## src/rtl/wlock_pkg.sv

```systemverilog
package wlock_pkg;

    typedef enum logic [1:0] {
        S_IDLE  = 2'd0,
        S_GOT1  = 2'd1,
        S_ARMED = 2'd2
    } seq_state_e;

    typedef struct packed {
        logic any_wr;
        logic key1_wr;
        logic key2_wr;
        logic ctrl_set;
        logic ctrl_clr;
        logic tk_wr;
    } bus_dec_t;

    function automatic logic in_window(input int unsigned addr,
                                       input int unsigned base,
                                       input int unsigned count);
        return (addr >= base) && (addr < base + count);
    endfunction

endpackage

```

## src/rtl/wlock_decode.sv

```systemverilog
module wlock_decode
    import wlock_pkg::*;
#(
    parameter int ADDR_W    = 8,
    parameter int DATA_W    = 8,
    parameter int KEY_ADDR  = 'h10,
    parameter int CTRL_ADDR = 'h11,
    parameter int WEN_BIT   = 5,
    parameter int KEY1      = 'h55,
    parameter int KEY2      = 'hAA,
    parameter int TK_BASE   = 'h20,
    parameter int TK_COUNT  = 8
) (
    input  logic              wr_en,
    input  logic [ADDR_W-1:0] wr_addr,
    input  logic [DATA_W-1:0] wr_data,
    output bus_dec_t          dec
);
    localparam logic [ADDR_W-1:0] KEY_A  = ADDR_W'(KEY_ADDR);
    localparam logic [ADDR_W-1:0] CTRL_A = ADDR_W'(CTRL_ADDR);
    localparam logic [DATA_W-1:0] K1     = DATA_W'(KEY1);
    localparam logic [DATA_W-1:0] K2     = DATA_W'(KEY2);

    logic hit_key, hit_ctrl;

    always_comb begin
        hit_key      = wr_en && (wr_addr == KEY_A);
        hit_ctrl     = wr_en && (wr_addr == CTRL_A);
        dec.any_wr   = wr_en;
        dec.key1_wr  = hit_key && (wr_data == K1);
        dec.key2_wr  = hit_key && (wr_data == K2);
        dec.ctrl_set = hit_ctrl && wr_data[WEN_BIT];
        dec.ctrl_clr = hit_ctrl && !wr_data[WEN_BIT];
        dec.tk_wr    = wr_en && in_window(int'(wr_addr), TK_BASE, TK_COUNT);
    end
endmodule

```

## src/rtl/wlock_seq.sv

```systemverilog
module wlock_seq
    import wlock_pkg::*;
(
    input  logic     clk,
    input  logic     rst,
    input  bus_dec_t dec_i,
    output logic     win_o
);
    seq_state_e state_q, state_d;

    always_comb begin
        state_d = state_q;
        if (dec_i.any_wr) begin
            if (dec_i.key1_wr)
                state_d = S_GOT1;
            else if (dec_i.key2_wr && state_q == S_GOT1)
                state_d = S_ARMED;
            else
                state_d = S_IDLE;
        end else if (state_q == S_ARMED) begin
            state_d = S_IDLE;
        end
    end

    always_ff @(posedge clk) begin
        if (rst) state_q <= S_IDLE;
        else     state_q <= state_d;
    end

    assign win_o = (state_q == S_ARMED);


    win_single_chk: assert property (@(posedge clk) disable iff (rst)
        (state_q == S_ARMED) |=> (state_q != S_ARMED));


    win_after_key2_chk: assert property (@(posedge clk) disable iff (rst)
        $rose(win_o) |-> $past(dec_i.key2_wr));
endmodule

```

## src/rtl/wlock_bit.sv

```systemverilog
module wlock_bit
    import wlock_pkg::*;
(
    input  logic     clk,
    input  logic     rst,
    input  bus_dec_t dec_i,
    input  logic     win_i,
    output logic     wen_o
);
    always_ff @(posedge clk) begin
        if (rst)
            wen_o <= 1'b0;
        else if (dec_i.ctrl_clr)
            wen_o <= 1'b0;
        else if (dec_i.ctrl_set && win_i)
            wen_o <= 1'b1;
    end


    wen_rise_chk: assert property (@(posedge clk) disable iff (rst)
        $rose(wen_o) |-> $past(win_i && dec_i.ctrl_set));


    wen_clear_chk: assert property (@(posedge clk) disable iff (rst)
        dec_i.ctrl_clr |=> !wen_o);


    wen_reset_chk: assert property (@(posedge clk)
        rst |=> !wen_o);
endmodule

```

## src/rtl/keyed_wen_lock.sv

```systemverilog
module keyed_wen_lock
    import wlock_pkg::*;
#(
    parameter int ADDR_W    = 8,
    parameter int DATA_W    = 8,
    parameter int KEY_ADDR  = 'h10,
    parameter int CTRL_ADDR = 'h11,
    parameter int WEN_BIT   = 5,
    parameter int KEY1      = 'h55,
    parameter int KEY2      = 'hAA,
    parameter int TK_BASE   = 'h20,
    parameter int TK_COUNT  = 8
) (
    input  logic              clk,
    input  logic              rst,
    input  logic              wr_en,
    input  logic [ADDR_W-1:0] wr_addr,
    input  logic [DATA_W-1:0] wr_data,
    input  logic [ADDR_W-1:0] rd_addr,
    output logic [DATA_W-1:0] rd_data,
    output logic              wen,
    output logic              tk_wr_grant
);
    localparam logic [ADDR_W-1:0] CTRL_A = ADDR_W'(CTRL_ADDR);

    bus_dec_t dec;
    logic     win;

    wlock_decode #(
        .ADDR_W(ADDR_W), .DATA_W(DATA_W), .KEY_ADDR(KEY_ADDR),
        .CTRL_ADDR(CTRL_ADDR), .WEN_BIT(WEN_BIT), .KEY1(KEY1),
        .KEY2(KEY2), .TK_BASE(TK_BASE), .TK_COUNT(TK_COUNT)
    ) u_dec (
        .wr_en(wr_en), .wr_addr(wr_addr), .wr_data(wr_data), .dec(dec)
    );

    wlock_seq u_seq (
        .clk(clk), .rst(rst), .dec_i(dec), .win_o(win)
    );

    wlock_bit u_bit (
        .clk(clk), .rst(rst), .dec_i(dec), .win_i(win), .wen_o(wen)
    );

    always_comb begin
        rd_data = '0;
        if (rd_addr == CTRL_A) rd_data[WEN_BIT] = wen;
    end

    assign tk_wr_grant = dec.tk_wr && wen;


    grant_needs_wen_chk: assert property (@(posedge clk) disable iff (rst)
        tk_wr_grant |-> wen);
endmodule

```

## config.mk

```make
export PLATFORM = sky130hd
export DESIGN_NAME = keyed_wen_lock
export DESIGN_NICKNAME = d
export VERILOG_FILES = /design/src/rtl/wlock_pkg.sv /design/src/rtl/wlock_decode.sv /design/src/rtl/wlock_seq.sv /design/src/rtl/wlock_bit.sv /design/src/rtl/keyed_wen_lock.sv
export SDC_FILE = /design/constraint.sdc
export NUM_CORES = 1
export LEC_CHECK = 0
export BUFFER_PORTS_ARGS = -buffer_cell sky130_fd_sc_hd__buf_4
export CAP_MARGIN = 20
export CORE_MARGIN = 3
export CORE_UTILIZATION = 25
export CTS_BUF_LIST = sky130_fd_sc_hd__clkbuf_8
export DETAILED_ROUTE_END_ITERATION = 10
export PLACE_DENSITY = 0.71
export SLEW_MARGIN = 10
export SYNTH_ARGS = -nofsm -noshare
export SYNTH_HDL_FRONTEND = slang
export SYNTH_HIERARCHICAL = 1
export SYNTH_SLANG_ARGS = --single-unit
```

## constraint.sdc

```tcl
create_clock -name clk -period 1.2 [get_ports clk]
set_input_delay 0.18 -clock clk [delete_from_list [all_inputs] [get_ports clk]]
set_output_delay 0.18 -clock clk [all_outputs]
set_load 0.02 [all_outputs]
```

==> impl_metrics.py, run 1 <==
metrics = {
    "outcome": {
        "run_status": "completed",
    },
    "clocking": {
        "htree_levels": 1,
        "cts_tree": "done",
        "ctsHoldBuffers": 0,
        "root_buffer": "clkbuf_8",
        "cts.clk_slew.worst_paths_ns": 0.03,
        "clock_path_buffers": 2,
        "clock_latency_ns": 0.21,
        "clkSinkCount": 3,
        "cts_buffers": 3,
    },
    "cells_and_area": {
        "drive_gt1_share_pct": 58.11,
        "final_nets": 102,
        "syn_to_final_growth_pct": 83.75,
        "fin_cells": 88,
        "diodes": 0,
        "design_area_um2": 636.9,
    },
    "floorplan": {
        "dieArea_um2": 1869,
        "rows": 12,
        "initial_utilization_pct": 28.85,
        "core-area_um2": 1201,
        "die_w_um": 43.24,
        "fp.dieH_um": 43.24,
        "io-pin-count": 37,
    },
    "setup_path": {
        "crit_path_max_incr_delay_ns": 0.31,
        "crit_required_ns": 1.02,
        "critPathKind": "reg -> out",
        "rr_worst_depth": 2,
        "r2r_end": "u_seq/state_q[1]$_SDFFE_PP0P_",
        "path_depth": 3,
        "timing.rr.start": "u_seq/state_q[1]$_SDFFE_PP0P_",
        "crit_buf_inv": 1,
        "crit_fanout": 2,
        "crit_chain": "nor3b_2 > and4b_1 > buf_6",
        "worst_path_max_delay_cell": "dfxtp_2",
        "cp_top_family": "simple AND/OR/NAND/NOR gates",
        "r2r_setup_slack_ns": 0.43,
        "setup.worst_path.end_class": "output pin",
        "startpoint_type": "register",
        "crit_arrival_ns": 1.00,
    },
    "global_route": {
        "grt_pass1_vias": 364,
        "grt_antenna_before_repair": 0,
        "grt_max_degree": 5,
        "grt_first_pass_wirelength_mm": 1.421,
        "grt_usage_pct": 10.45,
        "overflow": 0,
    },
    "drt": {
        "first_iter_violations": 2,
        "drc": 0,
        "wl_per_cell_um": 11.08,
        "ant_nets": 0,
        "wl_um": 975,
        "via_per_inst": 4.466,
        "drt-pass1-iter-count": 2,
        "num_vias": 393,
    },
    "placed_design": {
        "hpwl_um": 800.4,
        "dpl_worst_slack_ns": -0.1187,
        "placed_area_um2": 551.8,
        "io_buffers": 29,
        "place.gp.congestion": 0.6746,
        "place_inst": 83,
    },
    "logic_synthesis": {
        "netlist_instances": 41,
        "syn_avg_cell_area_um2": 8.453,
        "yosys.cell_count.top_type": "buf_4",
        "synth.area.top_cells": "dfxtp_1 (17%), buf_4 (17%), nor4b_2 (8.7%)",
        "synth_top_area_share_pct": 17.33,
        "ys_ff_latch": 3,
        "synth_common_cells": "buf_4 (8), nor3_1 (4), dfxtp_1 (3)",
        "synth_edf_count": 0,
        "synth_area_leader_cell": "dfxtp_1",
        "synthArstFlopShare_pct": 0,
        "ys_types": 21,
        "synth_area_um2": 346.6,
        "ys.flop_type": "dfxtp_1",
        "ys_warn_count": 6,
        "seq_area_frac_synth_pct": 17.33,
    },
    "sta": {
        "period_needed_ns": 1.176,
        "skew_ns": 0.001671,
        "fmax_mhz": 850.3,
        "hold_viol": 0,
        "slew_violations": 0,
        "hold_slack_ns": 0.1363,
        "fin_crit_sh_pct": 98.01,
        "rsz0062_at_grt": "yes",
        "finalSetupViolCount": 0,
        "fin_ws_ns": 0.02392,
    },
    "power_and_ir_drop": {
        "ir_worst_vdd_v": 0.0005802,
        "power.density_nw_per_um2": 782.4,
        "leakage_nw": 0.3019,
    },
    "worst_hold_path": {
        "min_path_type": "in -> reg",
        "min_to": "u_bit/wen_o$_SDFFE_PP0P_",
        "holdPathStages": 2,
        "hp-start": "rst",
    },
    "run": {
        "drv_cap": 0,
    },
}
==> power by group <==
part / internal, W / switching, W
Sequential: 0.000100 / 0.000000000127
Clock: 0.000218 / 0.0000642
Combinational: 0.0000691 / 0.0000470
==> cell families after synthesis <==
| family | after synthesis | share of synthesized area (%) |
|---|---|---|
| AOI/OAI and AO/OA | 2 | 5.055 |
| buffers and inverters | 10 | 19.50 |
| DFF | 3 | 17.33 |
| muxes | 1 | 2.888 |
| other | 1 | 1.082 |
| and+or+nand+nor | 24 | 54.15 |
==> registers in the layout, summed over array words and instances, names as in the netlist <==
| name | count |
|---|---|
| u_bit/wen_o | 1 |
| u_seq/state_q | 2 |
==> per-stage QoR <==
| step | util (%) | setup TNS (ns) | total power, W |
|---|---|---|---|
| 2_1_floorplan | - | 0 | 0.0001556 |
| 3_3_place_gp | 45.94 | -0.1639 | 0.0002089 |
| 3_5_place_dp | 45.94 | -0.1433 | 0.0002107 |
| 4_1_cts | 51.88 | 0 | 0.0005069 |
| 5_1_grt | 53.02 | -0.04311 | 0.0005311 |
| 6_report | 53.02 | 0 | 0.0004983 |
==> what timing repair did <==
item                       in CTS  in global routing
pin swaps                       2                  3
resized for setup               4                  4
setup endpoints to repair       2                  2
buffers inserted                1                  0
==> routing by layer <==
metal  vias up  GRT usage [%]  part of all wire [%]
met1       165          9.852                    35
li1        199              -                     -
met3         0          10.17                    19
met5         -              0                     0
met4         0          1.807                     0
met2        29          16.52                    47
==> area by class of cell <==
cell class              count  area (um^2)
clock buffers               3        41.29
fillers                   123        564.3
well taps                  14        17.52
flip-flops and latches      3        61.31
repair buffers             31        247.7
clock inverters             1        3.754
multi-input cells          34        257.7
inverters                   2        7.507
==> worst reg2reg max path, delay by kind of cell (launching register included) <==
family,cells,cell delay (ns)
compound gates,1,0.13
flops,1,0.33
simple gates,1,0.25
==> how the worst max path moves through the flow <==
| stage | startpoint | end | slack (ns) |
|---|---|---|---|
| 2_1_floorplan | u_bit/wen_o$_SDFFE_PP0P_ | rd_data[5] | 0.05 |
| 3_3_place_gp | wr_addr[2] | u_seq/state_q[1]$_SDFFE_PP0P_ | -0.10 |
| 3_5_place_dp | wr_addr[2] | u_seq/state_q[1]$_SDFFE_PP0P_ | -0.12 |
| 4_1_cts | u_bit/wen_o$_SDFFE_PP0P_ | rd_data[5] | 0.0006 |
| 5_1_grt | u_bit/wen_o$_SDFFE_PP0P_ | rd_data[5] | -0.04 |
| 6_report | u_bit/wen_o$_SDFFE_PP0P_ | rd_data[5] | 0.02 |
==> cells in the final DEF (no fill, tap or decap), drive strengths merged <==
cell	count
conb	7
nor3	5
nor4b	4
buf	31
nor2b	2
a21oi	2
nand2	2
nor4bb	2
nor3b	1
dfxtp	3
and2	1
nand4	1
or2b	2
and4b	1
clkbuf	3
inv	3
and3b	1
nor2	1
mux2i	1
nand4bb	1
Note: power is estimated with default switching activity, not from simulation.
==> run 2: changes to the inputs <==
--- a/config.mk
+++ b/config.mk
@@ -7,7 +7,7 @@
 export LEC_CHECK = 0
 export BUFFER_PORTS_ARGS = -buffer_cell sky130_fd_sc_hd__buf_4
 export CAP_MARGIN = 20
-export CORE_MARGIN = 3
+export CORE_MARGIN = 4
 export CORE_UTILIZATION = 25
 export CTS_BUF_LIST = sky130_fd_sc_hd__clkbuf_8
 export DETAILED_ROUTE_END_ITERATION = 10
==> constraint.sdc (replaced) <==
create_clock -name clk -period 1.15 [get_ports clk]
set_input_delay 0.1725 -clock clk [delete_from_list [all_inputs] [get_ports clk]]
set_output_delay 0.1725 -clock clk [all_outputs]
set_load 0.02 [all_outputs]
==> run 2 against run 1 <==
The flow now finishes with violations (negative setup slack). Sequential power is 5% higher. First-iteration DRC count stayed put. Register-to-register slack worse by 0.05 ns.
==> impl_metrics.py, run 2 (synthesized netlist as in run 1, its figures left out) <==
metrics = {
    "sta": {
        "finalSetupViolCount": 2,
        "fin_ws_ns": -0.01136,
        "hold_slack_ns": 0.1308,
        "period_needed_ns": 1.161,
        "skew_ns": 0.002488,
        "fmax_mhz": 861.1,
        "slew_violations": 0,
        "rsz0062_at_grt": "yes",
        "fin_crit_sh_pct": 101.0,
        "hold_viol": 0,
        "setup_tns_ns": -0.02218,
    },
    "floorplan": {
        "dieArea_um2": 2046,
        "die_w_um": 45.24,
        "fp.dieH_um": 45.24,
        "core-area_um2": 1301,
        "io-pin-count": 37,
        "initial_utilization_pct": 26.63,
        "rows": 13,
    },
    "run": {
        "drv_cap": 0,
    },
    "placed_design": {
        "place.gp.congestion": 0.6711,
        "place_inst": 85,
        "io_buffers": 29,
        "placed_area_um2": 560.5,
        "dpl_worst_slack_ns": -0.2018,
        "hpwl_um": 843.7,
    },
    "drt": {
        "wl_met2_um": 532,
        "num_vias": 405,
        "highest_layer": "met3",
        "wl_per_cell_um": 11.21,
        "wl_um": 998,
        "ant_nets": 0,
        "drc": 0,
        "wl_met1_um": 320,
        "first_iter_violations": 2,
        "drt-pass1-iter-count": 3,
        "via_per_inst": 4.551,
        "met3_length_um": 144,
    },
    "clocking": {
        "htree_levels": 1,
        "cts_tree": "done",
        "root_buffer": "clkbuf_8",
        "post_cts_buffers": 0,
        "cts.clk_slew.worst_paths_ns": 0.03,
        "cts_buffers": 3,
        "clkSinkCount": 3,
        "clock_latency_ns": 0.22,
        "ctsHoldBuffers": 0,
        "clock_path_buffers": 2,
    },
    "cells_and_area": {
        "diodes": 0,
        "multi_input_area_um2": 262.8,
        "fill_cells": 134,
        "design_area_um2": 643.1,
        "drive_gt1_share_pct": 59.46,
        "largest_reg_flops": 2,
        "fin_cells": 89,
        "top_register": "u_seq/state_q",
        "syn_to_final_growth_pct": 85.56,
        "ff_latch_area_um2": 61.31,
        "final_cell_mix": "buf_4 (27), conb_1 (7), buf_6 (4)",
        "final_nets": 102,
        "final_common_cell": "buf_4",
        "top_regs": "u_seq/state_q (2), u_bit/wen_o (1)",
    },
    "setup_path": {
        "crit_chain": "buf_6 > nor4b_4 > and3b_2 > and2_4 > buf_6",
        "r2r_end": "u_seq/state_q[1]$_SDFFE_PP0P_",
        "crit_fanout": 2,
        "worst_path_max_delay_cell": "nor4b_4",
        "timing.rr.start": "u_seq/state_q[1]$_SDFFE_PP0P_",
        "critPathKind": "in -> out",
        "rr_worst_depth": 2,
        "r2r_setup_slack_ns": 0.38,
        "cp_common_cell": "buf_6",
        "crit_path_start": "wr_addr[6]",
        "crit_path_max_incr_delay_ns": 0.27,
        "startpoint_type": "primary input",
        "crit_required_ns": 0.98,
        "crit_arrival_ns": 0.99,
        "crit_end": "tk_wr_grant",
        "setup.worst_path.end_class": "output pin",
    },
    "global_route": {
        "grt_first_pass_wirelength_mm": 1.593,
        "grt_pass1_vias": 420,
        "grt_antenna_before_repair": 0,
        "overflow": 0,
        "grt_usage_pct": 10.71,
        "grt_max_degree": 5,
    },
    "power_and_ir_drop": {
        "power.density_nw_per_um2": 812.5,
        "leakage_nw": 0.3021,
        "ir_worst_vdd_v": 0.0002837,
    },
    "worst_hold_path": {
        "min_path_type": "in -> reg",
    },
    "outcome": {
        "run_status": "finished with violations",
        "violations": "negative setup slack",
    },
}
## run 2: cell counts in the layout (fill, tap and decap cells not counted)
Identical to the previous run, type by type.
## run 2: routing by layer
metal / up-vias / global-route usage, %
met3: 0 / 2.789
met2: 26 / 20.06
met4: 0 / 7.018
li1: 198 / -
met5: - / 0
met1: 181 / 9.953
## run 2: through the flow
stage           power, W  util [%]
5_1_grt        0.0005502     49.42
4_1_cts        0.0005302     49.04
3_3_place_gp   0.0002175     43.08
2_1_floorplan  0.0001623         -
3_5_place_dp   0.0002198     43.08
6_report       0.0005225     49.42
## run 2: worst max-delay path, delay by kind of cell
family | cells | cell delay, ns
simple gates | 3 | 0.61
buf+inv | 2 | 0.21
## run 2: power by group
part	leakage, nW	switching (W)	internal, W
combinational	0.250	0.0000489	0.0000720
clock	0.0269	0.0000696	0.000227
sequential	0.0247	0.000000000136	0.000105
total	0.302	0.000118	0.000404
## run 2: worst min-delay path by stage
stage / from / endpoint / slack [ns] / cells after the start
6_report: rst / u_bit/wen_o$_SDFFE_PP0P_ / 0.13 / 2
5_1_grt: rst / u_bit/wen_o$_SDFFE_PP0P_ / 0.13 / 2
4_1_cts: rst / u_bit/wen_o$_SDFFE_PP0P_ / 0.13 / 2
3_5_place_dp: rst / u_bit/wen_o$_SDFFE_PP0P_ / 0.36 / 2
3_3_place_gp: rst / u_bit/wen_o$_SDFFE_PP0P_ / 0.36 / 2
2_1_floorplan: rst / u_bit/wen_o$_SDFFE_PP0P_ / 0.24 / 1
## run 2: what timing repair did
action	in CTS	in global routing
setup endpoints to repair	2	3
resized for setup	8	1
pin swaps	4	0
## run 2: final cells by class
| type | count | area share [%] |
|---|---|---|
| clock inverters | 1 | 0.5837 |
| repair buffers | 31 | 38.52 |
| flip-flops and latches | 3 | 9.533 |
| clock buffers | 3 | 6.420 |
| multi-input cells | 34 | 40.86 |
| inverters | 2 | 1.167 |
| well taps | 15 | 2.918 |
